`config.mk`:
```
export PLATFORM = sky130hd
export DESIGN_NAME = rx_page_ring
export DESIGN_NICKNAME = d
export VERILOG_FILES = /design/src/rtl/rx_ring_pkg.sv /design/src/rtl/rx_ring_regs.sv /design/src/rtl/rx_ring_writer.sv /design/src/rtl/rx_page_ring.sv
export SDC_FILE = /design/constraint.sdc
export NUM_CORES = 1
export LEC_CHECK = 0
export ABC_AREA = 1
export BUFFER_PORTS_ARGS = -buffer_cell sky130_fd_sc_hd__buf_4
export CAP_MARGIN = 20
export CORE_UTILIZATION = 65
export DETAILED_ROUTE_END_ITERATION = 16
export PLACE_DENSITY = 0.94
export RECOVER_POWER = 100
export SLEW_MARGIN = 30
export SYNTH_ARGS = -nofsm -noshare
export SYNTH_HDL_FRONTEND = slang
export SYNTH_SLANG_ARGS = --single-unit
```
`constraint.sdc`:
```
create_clock -name clk -period 11.36 [get_ports clk]
set_clock_uncertainty 0.05 [all_clocks]
set_input_delay 2.272 -clock clk [delete_from_list [all_inputs] [get_ports clk]]
set_output_delay 2.272 -clock clk [all_outputs]
set_load 0.01 [all_outputs]
```
`src/rtl/rx_ring_pkg.sv`:
```
package rx_ring_pkg;
  localparam int OFF_W     = 8;   // byte offset within a 256-byte page
  localparam int CNT_W     = 16;  // header count field width
  localparam int DATA_OFF  = 4;   // data starts after the header
  localparam int ST_GOOD   = 0;
  localparam int ST_CRC    = 1;
  localparam int ST_ALIGN  = 2;
  localparam logic [1:0] RA_START = 2'd0;
  localparam logic [1:0] RA_STOP  = 2'd1;
  localparam logic [1:0] RA_CUR   = 2'd2;
  localparam logic [1:0] RA_BND   = 2'd3;
endpackage

```
`src/rtl/rx_ring_regs.sv`:
```
module rx_ring_regs
  import rx_ring_pkg::*;
#(
  parameter int PG_W = 8,
  parameter logic [PG_W-1:0] START_DEF = 8'h40,
  parameter logic [PG_W-1:0] STOP_DEF  = 8'h80
) (
  input  logic            clk,
  input  logic            rst,
  input  logic            reg_we,
  input  logic [1:0]      reg_addr,
  input  logic [PG_W-1:0] reg_wdata,
  output logic [PG_W-1:0] reg_rdata,
  input  logic            cur_load,
  input  logic [PG_W-1:0] cur_next,
  input  logic            ovw_evt,
  output logic [PG_W-1:0] start_pg,
  output logic [PG_W-1:0] stop_pg,
  output logic [PG_W-1:0] cur_pg,
  output logic [PG_W-1:0] bnd_pg,
  output logic            halt
);
  localparam logic [PG_W-1:0] BND_DEF = STOP_DEF - 1'b1;

  always_ff @(posedge clk) begin
    if (rst) begin
      start_pg <= START_DEF;
      stop_pg  <= STOP_DEF;
      cur_pg   <= START_DEF;
      bnd_pg   <= BND_DEF;
      halt     <= 1'b0;
    end else begin
      if (reg_we && reg_addr == RA_START) start_pg <= reg_wdata;
      if (reg_we && reg_addr == RA_STOP)  stop_pg  <= reg_wdata;
      if (cur_load)                       cur_pg   <= cur_next;
      else if (reg_we && reg_addr == RA_CUR) cur_pg <= reg_wdata;
      if (reg_we && reg_addr == RA_BND)   bnd_pg   <= reg_wdata;
      if (ovw_evt) halt <= 1'b1;
      else if (reg_we && reg_addr == RA_BND && reg_wdata != bnd_pg) halt <= 1'b0;
    end
  end

  always_comb begin
    case (reg_addr)
      RA_START: reg_rdata = start_pg;
      RA_STOP:  reg_rdata = stop_pg;
      RA_CUR:   reg_rdata = cur_pg;
      default:  reg_rdata = bnd_pg;
    endcase
  end

  AST_HALT_ON_OVW: assert property (@(posedge clk) disable iff (rst)
    ovw_evt |=> halt);
  AST_CUR_HOLD: assert property (@(posedge clk) disable iff (rst)
    (!cur_load && !(reg_we && reg_addr == RA_CUR)) |=> $stable(cur_pg));
endmodule

```
`src/rtl/rx_ring_writer.sv`:
```
module rx_ring_writer
  import rx_ring_pkg::*;
#(
  parameter int PG_W    = 8,
  parameter int MIN_LEN = 64
) (
  input  logic                  clk,
  input  logic                  rst,
  input  logic                  in_valid,
  input  logic [7:0]            in_data,
  input  logic                  in_sof,
  input  logic                  in_eof,
  input  logic                  in_crc_err,
  input  logic                  in_align_err,
  input  logic                  cfg_accept_runt,
  input  logic                  cfg_save_errored,
  input  logic                  cfg_monitor,
  input  logic [PG_W-1:0]       start_pg,
  input  logic [PG_W-1:0]       stop_pg,
  input  logic [PG_W-1:0]       cur_pg,
  input  logic [PG_W-1:0]       bnd_pg,
  output logic                  mem_we,
  output logic [PG_W+OFF_W-1:0] mem_addr,
  output logic [7:0]            mem_wdata,
  output logic                  cur_load,
  output logic [PG_W-1:0]       cur_next,
  output logic                  done_ok,
  output logic                  frm_missed,
  output logic                  frm_ovw,
  output logic                  frm_discard
);
  function automatic logic [PG_W-1:0] pg_inc(input logic [PG_W-1:0] p,
                                             input logic [PG_W-1:0] s,
                                             input logic [PG_W-1:0] e);
    logic [PG_W-1:0] q;
    q = p + 1'b1;
    return (q == e) ? s : q;
  endfunction

  logic [PG_W-1:0]  wp_pg, first_pg, hdr_next;
  logic [OFF_W-1:0] wp_off;
  logic [CNT_W-1:0] cnt, hdr_len;
  logic [7:0]       hdr_status;
  logic [1:0]       hdr_idx;
  logic             hdr_busy, blk, mon_lat;

  logic [PG_W-1:0]  b_pg, a_pg, nxt_c;
  logic [OFF_W-1:0] b_off, a_off;
  logic [CNT_W-1:0] cnt_c;
  logic             blk_c, mon_c, enter_bnd, ovf_end, bad, short_c, keep;
  logic [7:0]       st_c;

  always_comb begin
    b_pg      = in_sof ? cur_pg : wp_pg;
    b_off     = in_sof ? OFF_W'(DATA_OFF) : wp_off;
    blk_c     = in_sof ? 1'b0 : blk;
    mon_c     = in_sof ? cfg_monitor : mon_lat;
    cnt_c     = in_sof ? CNT_W'(1) : cnt + 1'b1;
    a_off     = b_off + 1'b1;
    a_pg      = (a_off == '0) ? pg_inc(b_pg, start_pg, stop_pg) : b_pg;
    enter_bnd = (a_off == '0) && (a_pg == bnd_pg);
    nxt_c     = (a_off == '0) ? a_pg : pg_inc(a_pg, start_pg, stop_pg);
    ovf_end   = blk_c || enter_bnd || (nxt_c == bnd_pg);
    bad       = in_crc_err || in_align_err;
    short_c   = cnt_c < CNT_W'(MIN_LEN);
    keep      = (!short_c || cfg_accept_runt) && (!bad || cfg_save_errored);
    st_c            = '0;
    st_c[ST_GOOD]   = !bad;
    st_c[ST_CRC]    = in_crc_err;
    st_c[ST_ALIGN]  = in_align_err;
  end

  assign cur_load = hdr_busy && (hdr_idx == 2'd3);
  assign cur_next = hdr_next;

  always_ff @(posedge clk) begin
    if (rst) begin
      mem_we <= 1'b0; mem_addr <= '0; mem_wdata <= '0;
      done_ok <= 1'b0; frm_missed <= 1'b0; frm_ovw <= 1'b0; frm_discard <= 1'b0;
      wp_pg <= '0; wp_off <= '0; first_pg <= '0; cnt <= '0;
      blk <= 1'b0; mon_lat <= 1'b0; hdr_busy <= 1'b0; hdr_idx <= '0;
      hdr_status <= '0; hdr_next <= '0; hdr_len <= '0;
    end else begin
      mem_we <= 1'b0; done_ok <= 1'b0; frm_missed <= 1'b0;
      frm_ovw <= 1'b0; frm_discard <= 1'b0;
      if (hdr_busy) begin
        mem_we   <= 1'b1;
        mem_addr <= {first_pg, OFF_W'(hdr_idx)};
        case (hdr_idx)
          2'd0:    mem_wdata <= hdr_status;
          2'd1:    mem_wdata <= 8'(hdr_next);
          2'd2:    mem_wdata <= hdr_len[7:0];
          default: mem_wdata <= hdr_len[15:8];
        endcase
        hdr_idx <= hdr_idx + 1'b1;
        if (hdr_idx == 2'd3) begin
          hdr_busy <= 1'b0;
          done_ok  <= 1'b1;
        end
      end else if (in_valid) begin
        if (!mon_c && !blk_c) begin
          mem_we    <= 1'b1;
          mem_addr  <= {b_pg, b_off};
          mem_wdata <= in_data;
        end
        wp_pg   <= a_pg;
        wp_off  <= a_off;
        cnt     <= cnt_c;
        mon_lat <= mon_c;
        blk     <= blk_c || enter_bnd;
        if (in_sof) first_pg <= cur_pg;
        if (in_eof) begin
          if (mon_c) begin
            frm_missed <= 1'b1;
          end else if (ovf_end) begin
            frm_missed <= 1'b1;
            frm_ovw    <= 1'b1;
          end else if (!keep) begin
            frm_discard <= 1'b1;
          end else begin
            hdr_busy   <= 1'b1;
            hdr_idx    <= '0;
            hdr_status <= st_c;
            hdr_next   <= nxt_c;
            hdr_len    <= cnt_c + CNT_W'(DATA_OFF);
          end
        end
      end
    end
  end

  AST_WR_IN_RING: assert property (@(posedge clk) disable iff (rst)
    mem_we |-> (mem_addr[PG_W+OFF_W-1:OFF_W] >= start_pg &&
                mem_addr[PG_W+OFF_W-1:OFF_W] <  stop_pg));
  AST_MON_NO_WRITE: assert property (@(posedge clk) disable iff (rst)
    mem_we |-> !mon_lat);
  AST_QUIET_IN_HDR: assert property (@(posedge clk) disable iff (rst)
    hdr_busy |-> !in_valid);
  AST_ONE_OUTCOME: assert property (@(posedge clk) disable iff (rst)
    $onehot0({done_ok, frm_missed, frm_discard}));
endmodule

```
`src/rtl/rx_page_ring.sv`:
```
module rx_page_ring
  import rx_ring_pkg::*;
#(
  parameter int PG_W    = 8,
  parameter int MIN_LEN = 64,
  parameter logic [PG_W-1:0] START_DEF = 8'h40,
  parameter logic [PG_W-1:0] STOP_DEF  = 8'h80
) (
  input  logic                  clk,
  input  logic                  rst,
  input  logic                  in_valid,
  input  logic [7:0]            in_data,
  input  logic                  in_sof,
  input  logic                  in_eof,
  input  logic                  in_crc_err,
  input  logic                  in_align_err,
  input  logic                  cfg_accept_runt,
  input  logic                  cfg_save_errored,
  input  logic                  cfg_monitor,
  input  logic                  reg_we,
  input  logic [1:0]            reg_addr,
  input  logic [PG_W-1:0]       reg_wdata,
  output logic [PG_W-1:0]       reg_rdata,
  output logic                  mem_we,
  output logic [PG_W+OFF_W-1:0] mem_addr,
  output logic [7:0]            mem_wdata,
  output logic                  frm_stored,
  output logic                  frm_missed,
  output logic                  frm_overwrite,
  output logic                  frm_discard,
  output logic                  ring_halt
);
  logic [PG_W-1:0] start_pg, stop_pg, cur_pg, bnd_pg, cur_next;
  logic            cur_load;

  rx_ring_regs #(.PG_W(PG_W), .START_DEF(START_DEF), .STOP_DEF(STOP_DEF)) regs_i (
    .clk(clk), .rst(rst), .reg_we(reg_we), .reg_addr(reg_addr),
    .reg_wdata(reg_wdata), .reg_rdata(reg_rdata),
    .cur_load(cur_load), .cur_next(cur_next), .ovw_evt(frm_overwrite),
    .start_pg(start_pg), .stop_pg(stop_pg), .cur_pg(cur_pg), .bnd_pg(bnd_pg),
    .halt(ring_halt)
  );

  rx_ring_writer #(.PG_W(PG_W), .MIN_LEN(MIN_LEN)) wr_i (
    .clk(clk), .rst(rst), .in_valid(in_valid), .in_data(in_data),
    .in_sof(in_sof), .in_eof(in_eof), .in_crc_err(in_crc_err),
    .in_align_err(in_align_err), .cfg_accept_runt(cfg_accept_runt),
    .cfg_save_errored(cfg_save_errored), .cfg_monitor(cfg_monitor),
    .start_pg(start_pg), .stop_pg(stop_pg), .cur_pg(cur_pg), .bnd_pg(bnd_pg),
    .mem_we(mem_we), .mem_addr(mem_addr), .mem_wdata(mem_wdata),
    .cur_load(cur_load), .cur_next(cur_next), .done_ok(frm_stored),
    .frm_missed(frm_missed), .frm_ovw(frm_overwrite), .frm_discard(frm_discard)
  );

  AST_OVW_IS_MISSED: assert property (@(posedge clk) disable iff (rst)
    frm_overwrite |-> frm_missed);
endmodule

```
Word-level counts from Yosys, hierarchy flattened:

Cells that the tools add are included.

* flip-flop bits (word level): 134
* bits of input ports: 29
* output and inout port bits: 38
* word-level logic and storage cells: 128

* add/subtract/negate cells: 6
* magnitude comparators: 1
* eq/ne operators: 13
* multiplexer cells: 41
* bitwise logic cells: 5
* reduce and logical (&&, ||, !) cells: 38

Operators with widths (number)
* $mux 8: 11
* $mux 16: 4
* $pmux 8 s3: 2
* $eq 8x8->1: 4
* $add 8x1->8 const B: 3
* $mux 1: 18
* $add 16x1->16 const B: 1
* $add 16x3->16 const B: 1
* $lt 16x7->1 const B: 1
* $mux 2: 6
* $reduce_bool 2->1: 6
* $logic_and 1x1->1: 9
* $eq 2x2->1 const B: 4
* $logic_not 8->1: 1
* $ne 8x8->1: 1
* $reduce_and 2->1: 3
* $reduce_and 6->1: 1
* $reduce_or 6->1: 1
* $logic_or 1x1->1: 5
* $not 1->1: 5
* $reduce_and 5->1: 1
* $reduce_or 5->1: 1
* $eq 2x1->1 const B: 2
* $logic_not 1->1: 4
* other kinds (6): 9

Logic depth before layout (Yosys ltp):

Gate-level depths: netlist of the first run.

* word-level depth: 16
* gate-level depth with buffers: 46
* mapped depth without buffers: 44

Hierarchy:

Synthesis of the first run repeated with hierarchy kept, for this count alone.

* cells, all modules: 1257
* area total of the unflattened synthesis: 8115.3 sq um

By module, submodules not included
* rx_ring_writer: times used 1, cells each 1039, area each 6531.3 sq um, seq. area each 2021.9 sq um
* rx_ring_regs: times used 1, cells each 218, area each 1584.0 sq um, seq. area each 660.6 sq um

Least setup slack after synthesis of the first run:

Ideal clock, no wire load.

* path kind: in2reg
* start: input port in_sof
* end: register wr_i.hdr_len[2]
* library setup time: 0.113 ns
* arrival time: 6.734 ns
* data required time: 11.197 ns
* path slack: 4.463 ns
* stages: 44
* path buffers: 6
* cells stage by stage: buf_6 buf_6 buf_2 buf_1 nor2_1 ha_1 inv_1 nor3_2 nand3_1 o21ai_1 nand4_1 nor2_1 buf_4 nand3_1 nand2_1 inv_1 ha_1 xnor2_1 [8 not listed] nand2_2 nand2_1 nand3_2 nand2_1 nand2_1 nand2_1 inv_1 nand2_1 nor2_1 nand2_2 nand2_4 inv_2 nand3_4 nor2_8 buf_6 nand2_1 nand2_1 nor2_1

* longest elaborated chain between the ends: 13
* elaborated cells on any way between the ends: 28
* classes of those cells: 4 x add/sub; 1 x order compare; 4 x eq/ne; 9 x mux; 2 x bitwise; 8 x reduce/logical

RTL lines
* start, declared: RTL line rx_page_ring.sv:13 `input logic in_sof,`
* $mux 8: RTL line rx_ring_writer.sv:54 `b_pg = in_sof ? cur_pg : wp_pg;`
* $add 8x1->8: RTL line rx_ring_writer.sv:36 `q = p + 1'b1;`
* $eq 8x8->1: RTL line rx_ring_writer.sv:37 `return (q == e) ? s : q;`
* $mux 8: RTL line rx_ring_writer.sv:37
* $mux 8 (*): RTL line rx_ring_writer.sv:60 `a_pg = (a_off == '0) ? pg_inc(b_pg, start_pg, stop_pg) : b_pg;`
* via wr_i.a_pg[1]: RTL line rx_ring_writer.sv:47 `logic [PG_W-1:0] b_pg, a_pg, nxt_c;`
* $add 8x1->8: RTL line rx_ring_writer.sv:36
* $eq 8x8->1: RTL line rx_ring_writer.sv:37
* $mux 8: RTL line rx_ring_writer.sv:37
* $mux 8: RTL line rx_ring_writer.sv:62 `nxt_c = (a_off == '0) ? a_pg : pg_inc(a_pg, start_pg, stop_pg);`
* $eq 8x8->1: RTL line rx_ring_writer.sv:63 `ovf_end = blk_c || enter_bnd || (nxt_c == bnd_pg);`
* $logic_or 1x1->1 (*): RTL line rx_ring_writer.sv:63
* $not 1->1 (no line) (*)
* $reduce_and 6->1 (no line) (*)
* end signal, assigned: RTL line rx_ring_writer.sv:125 `hdr_len <= cnt_c + CNT_W'(DATA_OFF);`
* end, declared: RTL line rx_ring_writer.sv:42 `logic [CNT_W-1:0] cnt, hdr_len;`

Mark *: on every way through the listed nets, which the timed path passes. The rest lies on a longest branch.
A chain may end at the register's enable or synchronous reset.

Worst setup path in the final report of the first run:

* start: input port in_sof
* end: register wr_i.hdr_len[8]

The elaborated chain is that of the path after synthesis.

==> impl_metrics.py, run 1 <==
metrics = {
    "layout": {
        "mostFrequentLayoutCells": "nand2_1 (312), nor2_1 (149), dfxtp_1 (134)",
        "final_area_mm2": 0.00874,
        "fin_cells": 1424,
        "syn_to_final_growth_pct": 10.4,
        "final_nets": 1307,
        "final_common_cell": "nand2_1",
        "drive_gt1_share_pct": 8.67,
        "fillCellCount": 895,
        "n_antenna_cell": 0,
    },
    "logic_synthesis": {
        "ys_seq_area_share_pct": 33.9,
        "synth_area_mm2": 0.00792,
        "syn_nets": 1267,
        "avgSynthCellArea_um2": 6.44,
        "synth_flop_cell": "dfxtp_1",
        "synth_warnings": 0,
        "synth_edf_count": 0,
        "synthCells": 1229,
        "yosys.cell_types.count": 43,
        "ys_seq_elements": 134,
        "async_reset_ff_share_pct": 0,
    },
    "place": {
        "placed_cell_area_mm2": 0.00837,
        "place.gp.congestion": 1.05,
        "dpl.hpwl_um": 18900,
        "dp.cells": 1393,
        "place_ws_ps": 3180,
        "io_buffers": 66,
    },
    "run": {
        "maxCapViolations": 4,
    },
    "routing": {
        "ant_nets": 0,
        "wl_per_cell_um": 19.4,
        "viasPerCell": 6.26,
        "post-route-drc-count": 0,
        "vias": 8911,
        "drtPass1Iterations": 8,
        "drt-total-wl_um": 27700,
        "drt_iter0_drc": 1350,
    },
    "cts": {
        "post_cts_buffers": 0,
        "numCtsBuffers": 17,
        "path_clk_slew_ps": 60,
        "insertion_delay_ps": 430,
        "clockBufferDepth": 2,
        "clkSinkCount": 134,
        "postCtsHoldBufs": 0,
        "cts-root-buf": "clkbuf_16",
        "cts_resized": 0,
        "cts_tree": "done",
        "htree_levels": 4,
    },
    "timing": {
        "final.period_utilization_pct": 82.0,
        "finalSetupViolations": 0,
        "fmax_mhz": 107,
        "worstMarginPinSlew_ps": 3670,
        "slew_violations": 237,
        "finalSetupTns_ps": 0,
        "worst_slack_ps": 2050,
        "finalHoldViolations": 0,
        "rsz0062_at_grt": "false",
        "slew_headroom_pct": -145,
        "fin_crit_ps": 9310,
    },
    "outcome": {
        "status": "complete, but fails checks",
        "violations": "max-capacitance violations, max-slew violations",
    },
    "die": {
        "ioPinCount": 67,
        "die_area_mm2": 0.0126,
        "die_x_um": 112,
        "core-area_mm2": 0.0117,
        "start_util_pct": 67.9,
        "die_h_um": 112,
        "rows": 39,
    },
    "global_routing": {
        "grt_pass1_wl_um": 43200,
        "grtUsageTotal_pct": 44.8,
        "antenna_found_initial": 0,
        "grt_pass1_vias": 8145,
        "grt_max_degree": 90,
        "overflow": 0,
    },
    "power_and_ir_drop": {
        "power_per_cell_area_mw_per_mm2": 142,
        "power.leakage_nw": 3.80,
        "vdd_ir_drop_max_mv": 0.117,
    },
    "setup_path": {
        "cp-end-kind": "flop",
        "rrSetupSlack_ps": 4990,
        "max_stage_delay_ps": 1310,
        "critPathRequiredTime_ps": 11670,
        "critPathLaunchType": "input port",
        "slowest_stage": "clkbuf_1",
        "cpMostUsedCell": "nand2_1",
        "cp_max_fo": 34,
        "crit_arrival_ps": 9620,
        "worstSetupPathType": "input port to flop",
    },
    "worst_hold_path": {
        "hp-class": "flop to flop",
    },
}
==> where the power goes <==
part           internal [mW]  switching [mW]
Clock                  0.307           0.213
Combinational         0.0622           0.143
Sequential             0.497          0.0231
Total                  0.866           0.379
==> stage by stage <==
stage / power [mW] / hold WS, ps / util (%)
after floorplan: 0.659 / 375 / -
after global placement: 0.724 / 388 / 71.8
after detailed placement: 0.728 / 395 / 71.8
after CTS: 1.24 / 414 / 76.5
after global routing: 1.28 / 432 / 75.0
final: 1.24 / 418 / 75.0
==> synthesized netlist by cell type, types with 10 or more instances <==
cell / number / area share [%]
dfxtp_1: 134 / 34
xnor2_1: 10 / 1.1
inv_1: 129 / 6.1
a21oi_1: 74 / 4.7
a221oi_1: 14 / 1.5
nor2_1: 151 / 7.2
nand2_2: 16 / 1.3
xor2_1: 13 / 1.4
nand2_1: 309 / 15
nand3_1: 109 / 6.9
clkbuf_1: 34 / 1.6
o21ai_0: 96 / 6.1
nor3_1: 19 / 1.2
a31oi_1: 12 / 0.95
==> registers in the layout, indices dropped and copies added, names as in the netlist, 2 cells and up <==
register / count
regs_i.bnd_pg: 8
regs_i.cur_pg: 8
regs_i.start_pg: 8
regs_i.stop_pg: 8
wr_i.cnt: 16
wr_i.cur_next: 8
wr_i.first_pg: 8
wr_i.hdr_idx: 2
wr_i.hdr_len: 16
wr_i.hdr_status: 3
wr_i.mem_addr: 16
wr_i.mem_wdata: 8
wr_i.wp_off: 8
wr_i.wp_pg: 8
==> routing by layer <==
layer,share of wire [%],vias to the layer above,track usage (%)
li1,-,4085,-
met1,38,4032,56.4
met2,44,659,70.1
met3,12,135,12.1
met4,5.3,0,24.4
met5,0,-,0
==> path summary, 6_finish.rpt <==
| path | from | to | cells after the start |
|---|---|---|---|
| worst max-delay path | in_sof | wr_i.hdr_len[8] | 41 |
| worst max register to register | wr_i.wp_off[0] | wr_i.hdr_len[8] | 36 |
| worst min register to register | wr_i.first_pg[3] | wr_i.first_pg[3] | 2 |
| worst min-delay path | wr_i.first_pg[3] | wr_i.first_pg[3] | 2 |
==> worst max-delay path, delay by kind of cell <==
kind | cells | cell delay (ps)
buffers and inverters | 2 | 1620
adders and majority gates | 2 | 820
AOI/OAI and AO/OA | 1 | 80
and+or+nand+nor | 34 | 4470
xor gates and xnor gates | 2 | 300
==> cell type report <==
type | count | area (um^2) | share of cell area (%)
repair buffers | 69 | 357 | 4.08
clock inverters | 6 | 42.5 | 0.487
well taps | 143 | 179 | 2.05
flip-flops and latches | 134 | 2680 | 30.7
clock buffers | 25 | 505 | 5.78
inverters | 137 | 519 | 5.94
multi-input cells | 910 | 4460 | 51.0
==> cell families (layout without fill, tap and decap cells) <==
| kind of cell | Yosys count | in the layout | synth area share [%] |
|---|---|---|---|
| fa+ha+maj | 9 | 9 | 1.42 |
| simple gates | 657 | 657 | 37.0 |
| xor+xnor | 23 | 23 | 2.54 |
| flops | 134 | 134 | 33.9 |
| compound gates | 221 | 221 | 15.4 |
| buf+inv | 185 | 237 | 9.72 |
No activity file was read; power rests on OpenSTA's default activity.
==> run 2, diff against run 1 <==
- CORE_UTILIZATION: 65 -> 55
- PLACE_DENSITY: 0.94 -> 0.85
- clock period: 11.36 -> 7.85 ns (I/O delays scaled with it)
==> run 2 against run 1 <==
Effect of this change:
- the run still ends with max-capacitance violations, max-slew violations left
- clock-buffer cell count down 7
- setup slack worse by 1100 ps
- critical path depth unchanged
- combinational power up 40%
- power up 55%
- clock power up 72%
- global-route usage down 9.2 points
- critical path type unchanged
- largest cell class unchanged
- largest power group is now the clock network
==> impl_metrics.py, run 2 (synthesized netlist as in run 1, its figures left out) <==
metrics = {
    "place": {
        "dpl.hpwl_um": 18600,
        "io_buffers": 66,
        "place_ws_ps": 638,
        "place.gp.congestion": 1.04,
        "placed_cell_area_mm2": 0.00844,
    },
    "setup_path": {
        "critPathRequiredTime_ps": 8130,
        "crit_arrival_ps": 7180,
        "slowest_stage": "nor2_1",
        "critPathLaunchType": "input port",
        "cp_max_fo": 35,
        "critPathLaunch": "in_sof",
        "worstSetupPathType": "input port to flop",
        "r2r_end": "wr_i.cur_next[7]",
        "rr_worst_depth": 40,
        "rrSetupSlack_ps": 2140,
        "cp-end-kind": "flop",
        "cpMostUsedCell": "nand2_1",
        "max_stage_delay_ps": 390,
        "r2r-start": "regs_i.cur_pg[0]",
    },
    "routing": {
        "drtPass1Iterations": 6,
        "viasPerCell": 5.80,
        "wl_per_cell_um": 17.5,
        "drt_iter0_drc": 876,
        "ant_nets": 0,
        "drt-total-wl_um": 25700,
        "post-route-drc-count": 0,
        "vias": 8496,
    },
    "power_and_ir_drop": {
        "power_per_cell_area_mw_per_mm2": 217,
        "netSwitchingFraction_pct": 28.8,
        "switching_power_mw": 0.557,
        "power.leakage_nw": 3.86,
        "p_seq_share_pct": 38.9,
        "vdd_ir_drop_max_mv": 0.174,
        "intPower_mw": 1.38,
        "power.share.combinational_pct": 14.8,
        "clkPwrFrac_pct": 46.3,
    },
    "timing": {
        "worstMarginPinSlew_ps": 3640,
        "fmax_mhz": 145,
        "finalSetupTns_ps": 0,
        "slew_violations": 130,
        "slew_headroom_pct": -143,
        "final.period_utilization_pct": 87.9,
        "worst_slack_ps": 948,
        "finalSetupViolations": 0,
        "rsz0062_at_grt": "false",
        "whs_ps": 397,
        "fin_crit_ps": 6900,
        "finalHoldViolations": 0,
    },
    "cts": {
        "htree_levels": 4,
        "insertion_delay_ps": 440,
        "path_clk_slew_ps": 60,
        "cts-root-buf": "clkbuf_16",
        "cts_tree": "done",
        "clkSinkCount": 134,
        "clockBufferDepth": 2,
        "post_cts_buffers": 0,
        "cts_resized": 0,
        "postCtsHoldBufs": 0,
        "numCtsBuffers": 17,
    },
    "worst_hold_path": {
        "hold_start": "wr_i.first_pg[1]",
        "hold_depth": 2,
        "hp-class": "flop to flop",
        "holdPathEnd": "wr_i.first_pg[1]",
    },
    "die": {
        "ioPinCount": 67,
        "core-area_mm2": 0.0140,
        "start_util_pct": 56.6,
        "die_x_um": 122,
        "die_h_um": 122,
        "die_area_mm2": 0.0149,
        "rows": 43,
    },
    "layout": {
        "mostFrequentLayoutCells": "nand2_1 (309), nor2_1 (152), dfxtp_1 (134)",
        "n_antenna_cell": 0,
        "final_nets": 1310,
        "final_common_cell": "nand2_1",
        "fillCellCount": 1324,
        "final_area_mm2": 0.00893,
        "drive_gt1_share_pct": 9.49,
        "syn_to_final_growth_pct": 12.8,
        "largestRegisters": "wr_i.cnt: 16 flops, wr_i.hdr_len: 16 flops, wr_i.mem_addr: 16 flops",
    },
    "global_routing": {
        "grt_max_degree": 90,
        "antenna_found_initial": 0,
        "grtUsageTotal_pct": 35.6,
        "overflow": 0,
        "grt_pass1_vias": 7754,
        "grt_pass1_wl_um": 39800,
    },
    "run": {
        "maxCapViolations": 2,
    },
    "outcome": {
        "violations": "max-capacitance violations, max-slew violations",
        "status": "complete, but fails checks",
    },
}
[run 2: changes by cell type in the layout (fill, tap and decap cells not counted), sizes merged]
cell      delta
buf          +5
bufinv       +5
clkbuf       -9
clkinvlp     +1
inv          +2
[run 2: worst max path at each step]
stage	endpoint
after global routing	wr_i.hdr_len[6]
final	wr_i.cur_next[7]
after global placement	wr_i.cur_next[3]
after floorplan	wr_i.hdr_len[2]
after detailed placement	wr_i.cur_next[7]
after CTS	wr_i.cur_next[7]
[run 2: power groups by stage]
stage	combinational (mW)	clock, mW	sequential (mW)
after global routing	0.316	0.928	0.755
after CTS	0.291	0.896	0.751
after global placement	0.286	0	0.765
after floorplan	0.196	0	0.757
after detailed placement	0.288	0	0.765
final	0.286	0.895	0.752
[run 2: metal layers]
metal,vias to the layer above,global-route usage (%),wire length [um],part of all wire [%]
li1,4094,-,-,-
met1,3884,43.4,10500,41
met2,429,57.4,11700,46
met3,89,8.01,2090,8.2
met4,0,20.8,1380,5.4
met5,-,0,0,0
[run 2: layout make-up]
cell class / count / area [um^2] / area share [%]
Clock buffer: 18 / 429 / 4.81
Clock inverter: 14 / 224 / 2.51
Inverter: 137 / 519 / 5.81
Multi-Input combinational cell: 910 / 4460 / 50.0
Sequential cell: 134 / 2680 / 30.0
Tap cell: 180 / 225 / 2.52
Timing Repair Buffer: 72 / 387 / 4.33
[run 2: critical path, delay by kind of cell]
family / cells / cell delay, ps
AND/OR/NAND/NOR: 33 / 3950
buffers and inverters: 4 / 730
adder cells (fa/ha/maj): 2 / 620
XOR/XNOR: 2 / 290
[run 2: stage by stage]
| step | util (%) | cells | total power [mW] |
|---|---|---|---|
| finish | 63.8 | 1465 | 1.93 |
| detailed placement | 60.3 | 1433 | 1.05 |
| CTS | 65.0 | 1465 | 1.94 |
| global route | 63.8 | 1465 | 2.00 |
| floorplan | - | 1229 | 0.953 |
| global placement | 60.3 | 1433 | 1.05 |
